`src/rtl/scan_pkg.sv`:
```
package scan_pkg;

    localparam int PIX_W  = 4;
    localparam int BYTE_W = 8;
    localparam int NCOLR  = 1 << PIX_W;

    typedef enum logic [2:0] {
        S_OUT,
        S_HI_A,
        S_HI_B,
        S_LO_A,
        S_LO_B
    } phase_t;

    function automatic logic [NCOLR-1:0][BYTE_W-1:0] make_palette();
        logic [NCOLR-1:0][BYTE_W-1:0] p;
        p[0]  = 8'b000_000_00;   // transparent
        p[1]  = 8'b000_000_00;   // black
        p[2]  = 8'b000_100_00;   // medium green
        p[3]  = 8'b001_110_01;   // light green
        p[4]  = 8'b000_000_10;   // dark blue
        p[5]  = 8'b001_010_11;   // light blue
        p[6]  = 8'b010_000_00;   // dark red
        p[7]  = 8'b000_111_11;   // cyan
        p[8]  = 8'b011_000_00;   // medium red
        p[9]  = 8'b111_010_01;   // light red
        p[10] = 8'b100_100_00;   // dark yellow
        p[11] = 8'b111_111_01;   // light yellow
        p[12] = 8'b000_010_00;   // dark green
        p[13] = 8'b011_000_10;   // magenta
        p[14] = 8'b101_101_10;   // gray
        p[15] = 8'b111_111_11;   // white
        return p;
    endfunction

    localparam logic [NCOLR-1:0][BYTE_W-1:0] DEF_PALETTE = make_palette();

endpackage

```
`src/rtl/scan_timing.sv`:
```
module scan_timing #(
    parameter int H_ACTIVE = 640,
    parameter int H_TOTAL  = 800,
    parameter int V_ACTIVE = 480,
    parameter int V_TOTAL  = 525,
    parameter int HW       = $clog2(H_TOTAL),
    parameter int VW       = $clog2(V_TOTAL)
) (
    input  logic          clk,
    input  logic          rst,
    output logic [HW-1:0] hcnt,
    output logic [VW-1:0] vcnt,
    output logic [HW-1:0] nxt_h,
    output logic [VW-1:0] nxt_v,
    output logic          active
);

    localparam logic [HW-1:0] H_LAST = HW'(H_TOTAL - 1);
    localparam logic [VW-1:0] V_LAST = VW'(V_TOTAL - 1);
    localparam logic [HW-1:0] H_ACT  = HW'(H_ACTIVE);
    localparam logic [VW-1:0] V_ACT  = VW'(V_ACTIVE);

    always_comb begin
        if (hcnt == H_LAST) begin
            nxt_h = '0;
            nxt_v = (vcnt == V_LAST) ? '0 : vcnt + 1'b1;
        end else begin
            nxt_h = hcnt + 1'b1;
            nxt_v = vcnt;
        end
    end

    always_ff @(posedge clk) begin
        if (rst) begin
            hcnt <= '0;
            vcnt <= '0;
        end else begin
            hcnt <= nxt_h;
            vcnt <= nxt_v;
        end
    end

    assign active = (hcnt < H_ACT) && (vcnt < V_ACT);

endmodule

```
`src/rtl/scan_phase_fsm.sv`:
```
module scan_phase_fsm
    import scan_pkg::*;
#(
    parameter int SRC_W  = 256,
    parameter int SRC_H  = 192,
    parameter int X0     = 64,
    parameter int Y0     = 48,
    parameter int HW     = 10,
    parameter int VW     = 10,
    parameter int ADDR_W = 15
) (
    input  logic              clk,
    input  logic              rst,
    input  logic [HW-1:0]     hcnt,
    input  logic [VW-1:0]     vcnt,
    input  logic [HW-1:0]     nxt_h,
    input  logic [VW-1:0]     nxt_v,
    output phase_t            phase,
    output logic              in_win,
    output logic              sel_hi,
    output logic [ADDR_W-1:0] ram_addr
);

    localparam logic [HW-1:0] WX_LO = HW'(X0);
    localparam logic [HW-1:0] WX_HI = HW'(X0 + 2 * SRC_W);
    localparam logic [VW-1:0] WY_LO = VW'(Y0);
    localparam logic [VW-1:0] WY_HI = VW'(Y0 + 2 * SRC_H);
    localparam logic [ADDR_W-1:0] ROW_BYTES = ADDR_W'(SRC_W / 2);
    localparam bit RST_IN = (X0 == 0) && (Y0 == 0);

    phase_t nxt_phase;
    logic   nxt_in;
    logic [HW-1:0]     hrel;
    logic [VW-1:0]     vrel;
    logic [ADDR_W-1:0] row_a;
    logic [ADDR_W-1:0] col_a;

    assign nxt_in = (nxt_h >= WX_LO) && (nxt_h < WX_HI) &&
                    (nxt_v >= WY_LO) && (nxt_v < WY_HI);

    // state register
    always_ff @(posedge clk) begin
        if (rst) phase <= RST_IN ? S_HI_A : S_OUT;
        else     phase <= nxt_phase;
    end

    // transitions
    always_comb begin
        nxt_phase = phase;
        unique case (phase)
            S_OUT:   nxt_phase = nxt_in ? S_HI_A : S_OUT;
            S_HI_A:  nxt_phase = S_HI_B;
            S_HI_B:  nxt_phase = S_LO_A;
            S_LO_A:  nxt_phase = S_LO_B;
            S_LO_B:  nxt_phase = nxt_in ? S_HI_A : S_OUT;
            default: nxt_phase = S_OUT;
        endcase
    end

    // outputs
    always_comb begin
        hrel     = hcnt - WX_LO;
        vrel     = vcnt - WY_LO;
        row_a    = ADDR_W'(vrel[VW-1:1]);
        col_a    = ADDR_W'(hrel[HW-1:2]);
        in_win   = (phase != S_OUT);
        sel_hi   = (phase == S_HI_A) || (phase == S_HI_B);
        ram_addr = in_win ? (row_a * ROW_BYTES + col_a) : '0;
    end

endmodule

```
`src/rtl/scan_colour.sv`:
```
module scan_colour
    import scan_pkg::*;
#(
    parameter logic [NCOLR-1:0][BYTE_W-1:0] PALETTE = DEF_PALETTE
) (
    input  logic              clk,
    input  logic              rst,
    input  logic              in_win,
    input  logic              sel_hi,
    input  logic              active,
    input  logic [BYTE_W-1:0] ram_rdata,
    output logic [BYTE_W-1:0] rgb,
    output logic              blank
);

    logic              win_q;
    logic              hi_q;
    logic              act_q;
    logic [PIX_W-1:0]  nib;
    logic [BYTE_W-1:0] colour;

    // stage aligned with RAM read data
    always_ff @(posedge clk) begin
        if (rst) begin
            win_q <= 1'b0;
            hi_q  <= 1'b0;
            act_q <= 1'b0;
        end else begin
            win_q <= in_win;
            hi_q  <= sel_hi;
            act_q <= active;
        end
    end

    always_comb begin
        nib    = hi_q ? ram_rdata[BYTE_W-1:PIX_W] : ram_rdata[PIX_W-1:0];
        colour = (win_q && (nib != '0)) ? PALETTE[nib] : '0;
    end

    always_ff @(posedge clk) begin
        if (rst) begin
            rgb   <= '0;
            blank <= 1'b1;
        end else begin
            rgb   <= act_q ? colour : '0;
            blank <= ~act_q;
        end
    end

endmodule

```
`src/rtl/scan_top.sv`:
```
module scan_top
    import scan_pkg::*;
#(
    parameter int SRC_W    = 256,
    parameter int SRC_H    = 192,
    parameter int H_ACTIVE = 640,
    parameter int H_TOTAL  = 800,
    parameter int V_ACTIVE = 480,
    parameter int V_TOTAL  = 525,
    parameter logic [NCOLR-1:0][BYTE_W-1:0] PALETTE = DEF_PALETTE,
    parameter int ADDR_W   = $clog2((SRC_W / 2) * SRC_H)
) (
    input  logic              clk,
    input  logic              rst,
    output logic [ADDR_W-1:0] ram_addr,
    input  logic [BYTE_W-1:0] ram_rdata,
    output logic [BYTE_W-1:0] rgb,
    output logic              blank
);

    localparam int HW = $clog2(H_TOTAL);
    localparam int VW = $clog2(V_TOTAL);
    localparam int X0 = (H_ACTIVE - 2 * SRC_W) / 2;
    localparam int Y0 = (V_ACTIVE - 2 * SRC_H) / 2;
    localparam int WW = 2 * SRC_W;
    localparam int WH = 2 * SRC_H;

    logic [HW-1:0] hcnt;
    logic [VW-1:0] vcnt;
    logic [HW-1:0] nxt_h;
    logic [VW-1:0] nxt_v;
    logic          active;
    phase_t        phase;
    logic          in_win;
    logic          sel_hi;

    scan_timing #(
        .H_ACTIVE(H_ACTIVE), .H_TOTAL(H_TOTAL),
        .V_ACTIVE(V_ACTIVE), .V_TOTAL(V_TOTAL),
        .HW(HW), .VW(VW)
    ) u_timing (
        .clk(clk), .rst(rst),
        .hcnt(hcnt), .vcnt(vcnt),
        .nxt_h(nxt_h), .nxt_v(nxt_v),
        .active(active)
    );

    scan_phase_fsm #(
        .SRC_W(SRC_W), .SRC_H(SRC_H), .X0(X0), .Y0(Y0),
        .HW(HW), .VW(VW), .ADDR_W(ADDR_W)
    ) u_fsm (
        .clk(clk), .rst(rst),
        .hcnt(hcnt), .vcnt(vcnt),
        .nxt_h(nxt_h), .nxt_v(nxt_v),
        .phase(phase), .in_win(in_win), .sel_hi(sel_hi),
        .ram_addr(ram_addr)
    );

    scan_colour #(
        .PALETTE(PALETTE)
    ) u_colour (
        .clk(clk), .rst(rst),
        .in_win(in_win), .sel_hi(sel_hi), .active(active),
        .ram_rdata(ram_rdata),
        .rgb(rgb), .blank(blank)
    );

endmodule

```
`config.mk`:
```
export PLATFORM = sky130hd
export DESIGN_NAME = scan_top
export DESIGN_NICKNAME = d
export VERILOG_FILES = /design/src/rtl/scan_pkg.sv /design/src/rtl/scan_timing.sv /design/src/rtl/scan_phase_fsm.sv /design/src/rtl/scan_colour.sv /design/src/rtl/scan_top.sv
export SDC_FILE = /design/constraint.sdc
export NUM_CORES = 1
export LEC_CHECK = 0
export CORE_MARGIN = 2
export CORE_UTILIZATION = 45
export CTS_CLUSTER_DIAMETER = 80
export DETAILED_ROUTE_END_ITERATION = 12
export HOLD_SLACK_MARGIN = 0.06
export PLACE_DENSITY = 0.76
export SLEW_MARGIN = 20
export SYNTH_ARGS = -nofsm -noshare
export SYNTH_HDL_FRONTEND = slang
export SYNTH_HIERARCHICAL = 1
export SYNTH_SLANG_ARGS = --single-unit
export TNS_END_PERCENT = 20
```
`constraint.sdc`:
```
create_clock -name clk -period 2.6 [get_ports clk]
set_input_delay 0.52 -clock clk [delete_from_list [all_inputs] [get_ports clk]]
set_output_delay 0.52 -clock clk [all_outputs]
set_load 0.01 [all_outputs]
```
* After elaboration in Yosys (flattened, before gate mapping)
Memory sizes are Yosys's and may differ from the RTL's. A register that Yosys moved wholly into a read port is not among the register bits. Cells that the tools add are included. W data, S select, Z words.
Word-level totals: ROM bits 128, memories 1, input port bits 10, register bits after elaboration 27
Operators by class: mux-type cells 7, reduce and logical (&&, ||, !) cells 11, bitwise logic cells 2, $add $sub $neg 5, equal/unequal tests 6, magnitude comparators 6
Memory list:
- (name not given) | words 16, width 8, read ports 1, clocked after memory_dff 1, write ports 0, line scan_colour.sv:37 | colour = (win_q && (nib != '0)) ? PALETTE[nib] : '0;
Operators with widths (number):
- $mux W10 | 3
- $add A10 B1 Y10 const B | 2
- $eq A10 B10 Y1 const B | 2
- $lt A10 B10 Y1 const B | 2
- $lt A10 B9 Y1 const B | 2
- $add A15 B8 Y15 | 1
- $mux W15 | 1
- $pmux W3 S4 | 1
- $ge A10 B6 Y1 const B | 1
- $ge A10 B7 Y1 const B | 1
- $sub A10 B7 Y10 const B | 1
- $sub A9 B6 Y9 const B | 1
- $eq A3 B2 Y1 const B | 2
- $logic_and A1 B1 Y1 | 5
- $mux W4 | 1
- $reduce_bool A4 Y1 | 1
- $eq A3 B1 Y1 const B | 1
- $eq A3 B3 Y1 const B | 1
- $logic_not A3 Y1 | 1
- $reduce_bool A3 Y1 | 1
- $reduce_or A3 Y1 | 1
- $not A1 Y1 | 2
- $reduce_or A2 Y1 | 1
- $logic_or A1 B1 Y1 | 1
- $mux W1 | 1

* Longest topological paths before layout
Gate-level depths: netlist of run 1.
word-level depth 8, mapped depth 10, gate-level depth less buffers 10

* Cells and area by module
The synthesis of run 1 kept the hierarchy.
By module, submodules not included:
- scan_timing | area an instance 1107.3 µm², cells an instance 132, instances 1
- scan_colour | area an instance 666.9 µm², cells an instance 66, instances 1
- scan_phase_fsm | area an instance 449.2 µm², cells an instance 60, instances 1

* Least setup slack after synthesis of run 1
No wires, ideal clock.
path type reg-to-reg, start point register u_timing.hcnt[8], end point register u_fsm.phase[0], period minus slack after synthesis 2.707 ns, required time 2.514 ns, stages on the path, launching flop included 10, setup time 0.086 ns, arrival 2.622 ns, setup slack -0.107 ns, path through dfxtp_1 -> or3b_1 -> buf_6 -> or3_1 -> buf_6 -> nor4_4 -> xor2_1 -> o22ai_1 -> or4_1 -> a211oi_1
On the way: elaborated cells on any way between the ends 13, classes of those cells add/sub (1); order compare (4); eq/ne (1); mux (4); reduce/logical (3)
RTL lines:
- start: declaration | line scan_timing.sv:11 | output logic [HW-1:0] hcnt,
- start signal: assignment | line scan_timing.sv:38 | hcnt <= nxt_h;
- $eq A10 B10 Y1 * | line scan_timing.sv:24 | if (hcnt == H_LAST) begin
- $mux W10 * | line scan_timing.sv:24
- named net nxt_v[8] | line scan_top.sv:31 | logic [VW-1:0] nxt_v;
- $ge A10 B6 Y1 | line scan_phase_fsm.sv:39 | (nxt_v >= WY_LO) && (nxt_v < WY_HI);
- $logic_and A1 B1 Y1 | line scan_phase_fsm.sv:38 | assign nxt_in = (nxt_h >= WX_LO) && (nxt_h < WX_HI) &&
- $logic_and A1 B1 Y1 * | line scan_phase_fsm.sv:39
- $mux W1 * | line scan_phase_fsm.sv:51, scan_phase_fsm.sv:55
- $pmux W3 S4 * | line scan_phase_fsm.sv:50 | unique case (phase)
- end signal: assignment | line scan_phase_fsm.sv:43 | if (rst) phase <= RST_IN ? S_HI_A : S_OUT;
- end signal: assignment | line scan_phase_fsm.sv:44 | else phase <= nxt_phase;
- end: declaration | line scan_phase_fsm.sv:18 | output phase_t phase,
The timed path passes the listed nets; every way through them passes the cells marked *. A chain may end at the register's enable or synchronous reset.

* Worst setup path after layout of run 1
start point register u_timing.hcnt[6], end point register u_fsm.phase[0]
The elaborated chain is that of the path after synthesis.

==> results.cfg, run 1 <==
[grt]
grt_usage_pct = 20.5
grt.overflow.total = 0
grt_pass1_vias = 1905
antenna_found_initial = 0
grt_pass1_wl_um = 8670
grt_max_degree = 25

[cts]
cts-root-buf = clkbuf_8
cts_tree = yes
h-tree-depth = 2
numCtsBuffers = 5
numClockSinks = 35
clk_latency_ps = 290
clk_pin_slew_ps = 70
clock_path_buffers = 2

[place]
dpl.cell_count = 381
dp_hpwl_um = 3950
numPortBuffers = 33
gp_congestion = 0.837

[logic_synthesis]
avgSynthCellArea_um2 = 8.76
syn_inst = 250
syn_nets = 273
netlist_area_um2 = 2190
yosysWarningCount = 6

[detailed_routing]
wl_um = 5800
vias = 2119
initialDrtViolationCount = 82
via_per_inst = 5.38
routedWlPerCell_um = 14.7
drc = 0
firstDrtPassIters = 4
ant_nets = 0

[sta]
tightest_slew_ps = 767
fmax_ghz = 0.367
finClkSkew_ps = 8.44
rsz0062_at_grt = yes
min_period_ps = 2730
slew_violations = 0
slew_headroom_pct = 48.0
hold_viol = 0
period_share_pct = 105
setup_violations = 5
worst_slack_ps = -127
finalSetupTns_ps = -490

[cells_and_area]
drive_gt1_share_pct = 23.9
layout.cells.non_filler = 394
antennaDiodeCount = 0
syn2layout_area_growth_pct = 39.3
fin_nets = 349

[worst_setup_path]
reg2regPathDepth = 10
critPathTopFamily = simple AND/OR/NAND/NOR gates
r2r-end = u_fsm/phase[0]
critPathKind = flip-flop to flip-flop
crit_path_start_kind = flip-flop
crit_start = u_timing/hcnt[6]
max_stage_delay_ps = 510
crit_fanout = 7
critPathArrivalTime_ps = 2940
r2r_setup_slack_ps = -130
cpMaxStageDelayCell = or4_1
r2r-start = u_timing/hcnt[6]
crit_path_frequent_cell = buf_4
cp-end-kind = flip-flop
required_ps = 2820
crit_chain = buf_4 -> or3b_4 -> buf_4 -> nor4_4 -> nand3_1 -> xnor2_2 -> a211o_1 -> o22ai_1 -> or4_1 -> a211oi_2
worst-path-buf-inv = 2

[die]
die_y_um = 73.8
rows = 25
ios = 34
fp.dieW_um = 73.8
core_um2 = 4720
start_util_pct = 46.4
die_area_um2 = 5440

[min_path]
hold_path_end = u_colour/blank
hp-start = u_colour/act_q
hold_class = flip-flop to flip-flop
min_delay_path_depth = 1

[power_and_ir_drop]
power_leakage_nw = 1.27
totalPowerFinal_mw = 1.08
power_density_nw_per_um2 = 353
vdd_drop_max_v = 0.000277

[status]
outcome = complete, but fails checks
violations = negative setup slack

[run]
cap_violations = 0
==> how the worst max path moves through the flow <==
stage,to,cells after the start,slack [ps]
global placement,ram_addr[13],10,-120
finish,u_fsm/phase[0],10,-130
global route,ram_addr[13],10,-250
CTS,ram_addr[14],7,-200
floorplan,u_fsm/phase[0],8,20
detailed placement,ram_addr[14],7,-220
==> layout by cell type (no fill, tap or decap), types with 11 or more instances in the layout <==
| cell type | instances |
|---|---|
| a21oi_1 | 11 |
| buf_4 | 41 |
| clkdlybuf4s50_1 | 26 |
| dfxtp_1 | 33 |
| ha_1 | 11 |
| inv_1 | 13 |
| nand3_1 | 15 |
| nor2_1 | 21 |
| xnor2_1 | 12 |
| xor2_1 | 12 |
==> layer usage <==
metal	global-route usage (%)	part of all wire [%]	routed length, um
met1	26.1	41	2400
met2	33.9	51	2980
met3	4.25	3.8	219
met4	7.68	3.5	200
met5	0	0	0
==> timing repair <==
action                                  in CTS  in global routing
resized for setup                           18                 24
buffers inserted                             0                  5
pin swaps                                    3                 10
endpoints found under the setup margin       8                  6
endpoints found under the hold margin        0                  0
hold buffers                                 0                  0
==> power by group <==
part / switching, mW / internal (mW) / total, mW
registers: 0.00597 / 0.545 / 0.550
clock network: 0.202 / 0.187 / 0.390
logic: 0.0690 / 0.0679 / 0.137
total: 0.277 / 0.800 / 1.08
==> flip-flops by register name, summed over array words and instances, names as in the netlist <==
name            cells
u_timing/vcnt      10
u_colour/act_q      1
u_colour/blank      1
u_fsm/phase         3
u_colour/hi_q       1
u_colour/win_q      1
u_timing/hcnt      10
u_colour/rgb        8
==> cell type report <==
cell class                      instances  area [um^2]
Tap cell                               67         83.8
Timing Repair Buffer                   75          623
Multi-Input combinational cell        196         1510
Sequential cell                        35          706
Clock inverter                          2         12.5
Clock buffer                            6         72.6
Inverter                               13         48.8
Fill cell                             383         1670
==> worst register-to-register path, stage by stage (launching register included) <==
cell	delay, ps
dfxtp_1	340
buf_4	170
or3b_4	400
buf_4	180
nor4_4	280
nand3_1	170
xnor2_2	190
a211o_1	120
o22ai_1	60
or4_1	510
a211oi_2	240
==> stage by stage <==
| stage | hold WS [ps] | setup WS (ps) | instance area, um^2 | utilization [%] |
|---|---|---|---|---|
| 4_1_cts | 416 | -198 | 2940 | 62.3 |
| 3_5_place_dp | 386 | -223 | 2840 | 60.1 |
| 2_1_floorplan | 365 | 24.9 | 2190 | - |
| 5_1_grt | 435 | -247 | 3050 | 64.6 |
| 3_3_place_gp | 376 | -123 | 2840 | 60.1 |
| 6_report | 407 | -127 | 3050 | 64.6 |
(Power assumes the default switching activity.)
==> inputs of run 2 (changes only) <==
RECOVER_POWER = 25   (was default)
REMOVE_ABC_BUFFERS = 1   (was default)
==> run 2 against run 1 <==
  * Power is 12% higher
  * Sequential power hardly changed
  * Utilization is 0.56 points higher
  * Clock skew is 1.7 ps lower
  * Setup slack better by 37 ps
  * Non-clock buffer count is 2 lower
  * Wire length is 4.9% lower
  * Global-route usage is 0.27 points higher
  * Highest routed layer unchanged
  * Critical endpoint unchanged
  * The run still ends with negative setup slack left
  * Combinational power is 3% higher
  * Via count is 0.99% lower
  * Sequential cell count stayed put
==> results.cfg, run 2 (synthesized netlist as in run 1, its figures left out) <==
[status]
outcome = complete, but fails checks
violations = negative setup slack

[sta]
worst_slack_ps = -89.7
hold_viol = 0
period_share_pct = 103
fmax_ghz = 0.372
slew_violations = 0
slew_headroom_pct = 65.3
finClkSkew_ps = 6.77
tightest_slew_ps = 520
setup_violations = 1
rsz0062_at_grt = yes
min_period_ps = 2690

[worst_setup_path]
required_ps = 2810
r2r_setup_slack_ps = -90
cp-end-kind = flip-flop
crit_chain = buf_4 -> or3b_4 -> buf_6 -> nor4_4 -> nand3_2 -> xnor2_2 -> a211o_1 -> o22ai_1 -> or4_4 -> a211oi_2
cpMaxStageDelayCell = or4_4
critPathArrivalTime_ps = 2900
crit_fanout = 6
r2r-end = u_fsm/phase[0]
max_stage_delay_ps = 520
reg2regPathDepth = 10
r2r-start = u_timing/hcnt[7]
crit_path_start_kind = flip-flop
critPathKind = flip-flop to flip-flop

[cts]
clk_pin_slew_ps = 70
clock_path_buffers = 2
numClockSinks = 35
numCtsBuffers = 5
clk_latency_ps = 290
cts-root-buf = clkbuf_8
cts_tree = yes
h-tree-depth = 2
hold_buffers = 0

[min_path]
hp-start = u_colour/act_q
hold_path_end = u_colour/blank
hold_class = flip-flop to flip-flop
min_delay_path_depth = 1

[power_and_ir_drop]
power_leakage_nw = 1.33
net-switching-power_mw = 0.278
internal_power_mw = 0.926
vdd_drop_max_v = 0.000191
pwr-share-clk_pct = 42.6
pwr-share-seq_pct = 45.7
swShare_pct = 23.1
power_density_nw_per_um2 = 391
combPwrFrac_pct = 11.7

[cells_and_area]
layout.cells.non_filler = 392
drive_gt1_share_pct = 22.8
syn2layout_area_growth_pct = 40.5
reg_top3 = u_timing/hcnt x10, u_timing/vcnt x10, u_colour/rgb x8
fin_nets = 347
stdcell_area_um2 = 3080
layout_common_cells = 36 x buf_4, 33 x dfxtp_1, 22 x clkdlybuf4s50_1
final_common_cell = buf_4
antennaDiodeCount = 0

[die]
core_um2 = 4720
die_area_um2 = 5440
rows = 25
ios = 34
die_y_um = 73.8
fp.dieW_um = 73.8
start_util_pct = 46.4

[place]
placed_area_um2 = 2850
dp_worst_setup_slack_ps = -178
numPortBuffers = 33
dp_hpwl_um = 3900
dpl.cell_count = 383
gp_congestion = 0.846

[detailed_routing]
initialDrtViolationCount = 115
drc = 0
routedWlPerCell_um = 14.1
wl_um = 5510
via_per_inst = 5.35
firstDrtPassIters = 4
ant_nets = 0
vias = 2098

[grt]
antenna_found_initial = 0
grt_max_degree = 25
grt.overflow.total = 0
grt_pass1_wl_um = 8840
grt_usage_pct = 20.8
grt_pass1_vias = 1974

[run]
cap_violations = 0
==> run 2: cell types whose count changed in the layout (fill, tap and decap cells not counted), moves of 2 or more <==
cell	delta
clkdlybuf4s50_1	-4
dlymetal6s2s_1	+3
buf_6	+2
dlygate4sd3_1	+4
buf_4	-5
==> run 2: worst max path at each step <==
stage,slack [ps],end,startpoint
final,-90,u_fsm/phase[0],u_timing/hcnt[7]
after global routing,-210,u_fsm/phase[0],u_timing/hcnt[1]
after CTS,-110,ram_addr[14],u_timing/hcnt[7]
after detailed placement,-180,u_fsm/phase[0],u_timing/hcnt[7]
after global placement,-130,ram_addr[14],u_timing/hcnt[7]
after floorplan,-110,u_fsm/phase[0],u_timing/hcnt[8]
==> run 2: power by group through the flow <==
stage,registers [mW],logic [mW],clock network [mW]
finish,0.551,0.141,0.513
CTS,0.551,0.137,0.520
floorplan,0.565,0.0629,0
global route,0.552,0.153,0.552
global placement,0.562,0.128,0
detailed placement,0.562,0.131,0
==> run 2: metrics by stage <==
step / power (mW) / util [%] / hold WS [ps] / setup TNS (ps)
2_1_floorplan: 0.628 / - / 365 / -113
3_3_place_gp: 0.690 / 60.4 / 374 / -270
3_5_place_dp: 0.693 / 60.4 / 380 / -414
4_1_cts: 1.21 / 64.2 / 407 / -353
5_1_grt: 1.26 / 65.2 / 430 / -456
6_report: 1.20 / 65.2 / 403 / -89.7
==> run 2: layout make-up <==
type | count | area, um^2
clock buffer | 6 | 82.6
timing repair buffer | 73 | 629
sequential | 35 | 703
tap | 67 | 83.8
inverter | 13 | 48.8
clock inverter | 2 | 35.0
fill | 389 | 1640
multi-input combinational | 196 | 1500
==> run 2: what timing repair did <==
| action | CTS | global route |
|---|---|---|
| setup endpoints to repair | 8 | 7 |
| pin swaps | 3 | 19 |
| gates cloned | 0 | 0 |
| buffers inserted | 0 | 1 |
| gates resized for setup | 19 | 19 |
==> run 2: worst max-delay path, delay by kind of cell, from the launching register on <==
family	cells	cell delay, ps
flops	1	320
compound gates	3	400
simple gates	4	1360
buf+inv	2	310
xor+xnor	1	200
==> run 2: layer usage <==
metal	vias up	track usage (%)	wire (um)
met1	996	26.9	2410
met4	0	8.48	80
met2	50	34.3	2800
met3	9	3.16	218
li1	1043	-	-
met5	-	0	0
==> inputs of run 3 (changes only) <==
SKIP_LAST_GASP = 1   (was default)
SLEW_MARGIN = 10   (was 20)
==> run 3 against run 2 <==
  * The flow still finishes with violations (negative setup slack)
  * Clock skew barely moved
  * Via count fell by 0.67%
  * Non-clock buffer count rose by 1
  * Clock power barely moved
  * Cell count rose by 0.26%
  * Critical path type unchanged
==> results.cfg, run 3 (synthesized netlist as in run 1, its figures left out) <==
[cells_and_area]
layout.cells.non_filler = 393
antennaDiodeCount = 0
stdcell_area_um2 = 3070
final_util_pct = 65.0
fin_nets = 348
layout_common_cells = 39 x buf_4, 34 x dfxtp_1, 24 x clkdlybuf4s50_1
regArea_um2 = 702
final_common_cell = buf_4
multi_input_area_um2 = 1490
syn2layout_area_growth_pct = 40.2
reg_top3 = u_timing/hcnt x10, u_timing/vcnt x10, u_colour/rgb x8
drive_gt1_share_pct = 22.1
fillers = 398

[sta]
hold_ws_ps = 402
min_period_ps = 2690
tightest_slew_ps = 517
finalSetupTns_ps = -317
slew_headroom_pct = 65.5
period_share_pct = 103
finClkSkew_ps = 6.58
fmax_ghz = 0.372
rsz0062_at_grt = yes
setup_violations = 6
hold_viol = 0
worst_slack_ps = -88.7
slew_violations = 0

[die]
die_area_um2 = 5440
start_util_pct = 46.4
rows = 25
core_um2 = 4720
fp.dieW_um = 73.8
die_y_um = 73.8
ios = 34

[place]
placed_area_um2 = 2850
dp_hpwl_um = 3900
dpl.cell_count = 383
numPortBuffers = 33
gp_congestion = 0.846

[detailed_routing]
vias = 2084
firstDrtPassIters = 4
wl_um = 5450
ant_nets = 0
routedWlPerCell_um = 13.9
via_per_inst = 5.30
drc = 0
initialDrtViolationCount = 101

[worst_setup_path]
critPathKind = flip-flop to flip-flop
crit_fanout = 6
r2r-start = u_timing/hcnt[7]
critPathArrivalTime_ps = 2890
required_ps = 2810
crit_path_start_kind = flip-flop
r2r_setup_slack_ps = -90
reg2regPathDepth = 10
cp-end-kind = flip-flop
r2r-end = u_fsm/phase[0]

[power_and_ir_drop]
power_density_nw_per_um2 = 391
vdd_drop_max_v = 0.000190
power_leakage_nw = 1.29

[grt]
antenna_found_initial = 0
grt_usage_pct = 20.4
grt_max_degree = 25
grt_pass1_wl_um = 8710
grt.overflow.total = 0
grt_pass1_vias = 1938

[cts]
cts_tree = yes
clk_pin_slew_ps = 70
clock_path_buffers = 2
hold_buffers = 0
numClockSinks = 35
clk_latency_ps = 290
numCtsBuffers = 5
h-tree-depth = 2
cts-root-buf = clkbuf_8

[min_path]
hold_path_end = u_colour/blank
min_delay_path_depth = 1
hold_class = flip-flop to flip-flop
hp-start = u_colour/act_q

[run]
cap_violations = 0

[status]
violations = negative setup slack
outcome = complete, but fails checks
## run 3: cell count changes in the layout (fill, tap and decap cells not counted), sizes merged
| cell | before | now |
|---|---|---|
| clkdlybuf4s50 | 22 | 24 |
| dlymetal6s2s | 3 | 1 |
| buf | 41 | 40 |
| clkdlybuf4s15 | 0 | 1 |
| dlygate4sd2 | 1 | 2 |
## run 3: cell type report
cell class,count,share of cell area [%]
multi-input cells,196,48.4
flip-flops and latches,35,22.9
repair buffers,74,20.6
well taps,67,2.73
clock buffers,6,2.69
inverters,13,1.59
clock inverters,2,1.14
## run 3: per-layer routing
| metal | GRT usage, % | vias to the layer above | wire length [um] |
|---|---|---|---|
| met5 | 0 | - | 0 |
| met4 | 8.08 | 0 | 82 |
| met3 | 3.16 | 7 | 154 |
| met2 | 33.8 | 38 | 2790 |
| met1 | 26.4 | 998 | 2420 |
| li1 | - | 1041 | - |
## run 3: power by group
| part | switching, mW | total, mW | internal [mW] |
|---|---|---|---|
| registers | 0.00588 | 0.551 | 0.545 |
| logic | 0.0694 | 0.139 | 0.0700 |
| clock network | 0.202 | 0.512 | 0.310 |
## run 3: worst max path at each step
stage | start | to | slack, ps | depth (start not counted)
final | u_timing/hcnt[7] | u_fsm/phase[0] | -90 | 10
after global routing | u_timing/hcnt[8] | ram_addr[11] | -190 | 9
after CTS | u_timing/hcnt[7] | ram_addr[14] | -150 | 7
after detailed placement | u_timing/hcnt[7] | u_fsm/phase[0] | -180 | 10
after global placement | u_timing/hcnt[7] | ram_addr[14] | -130 | 7
after floorplan | u_timing/hcnt[8] | u_fsm/phase[0] | -110 | 7
## run 3: per-stage QoR
step / setup WS, ps / power (mW)
global placement: -130 / 0.690
detailed placement: -178 / 0.693
finish: -88.7 / 1.20
global route: -191 / 1.25
floorplan: -113 / 0.628
CTS: -149 / 1.20
## run 3: repair_timing
item / CTS / global route
gates resized for setup: 12 / 15
setup buffers: 0 / 2
pin swaps: 1 / 10
setup endpoints to repair: 8 / 7
## run 3: worst max-delay path: stages (launching register included)
cell,delay (ps)
dfxtp_1,320
buf_4,160
or3b_4,420
buf_4,180
nor4_4,270
xnor2_1,180
nor2_1,90
a21oi_1,160
o22ai_1,120
or4_4,520
a211oi_2,180
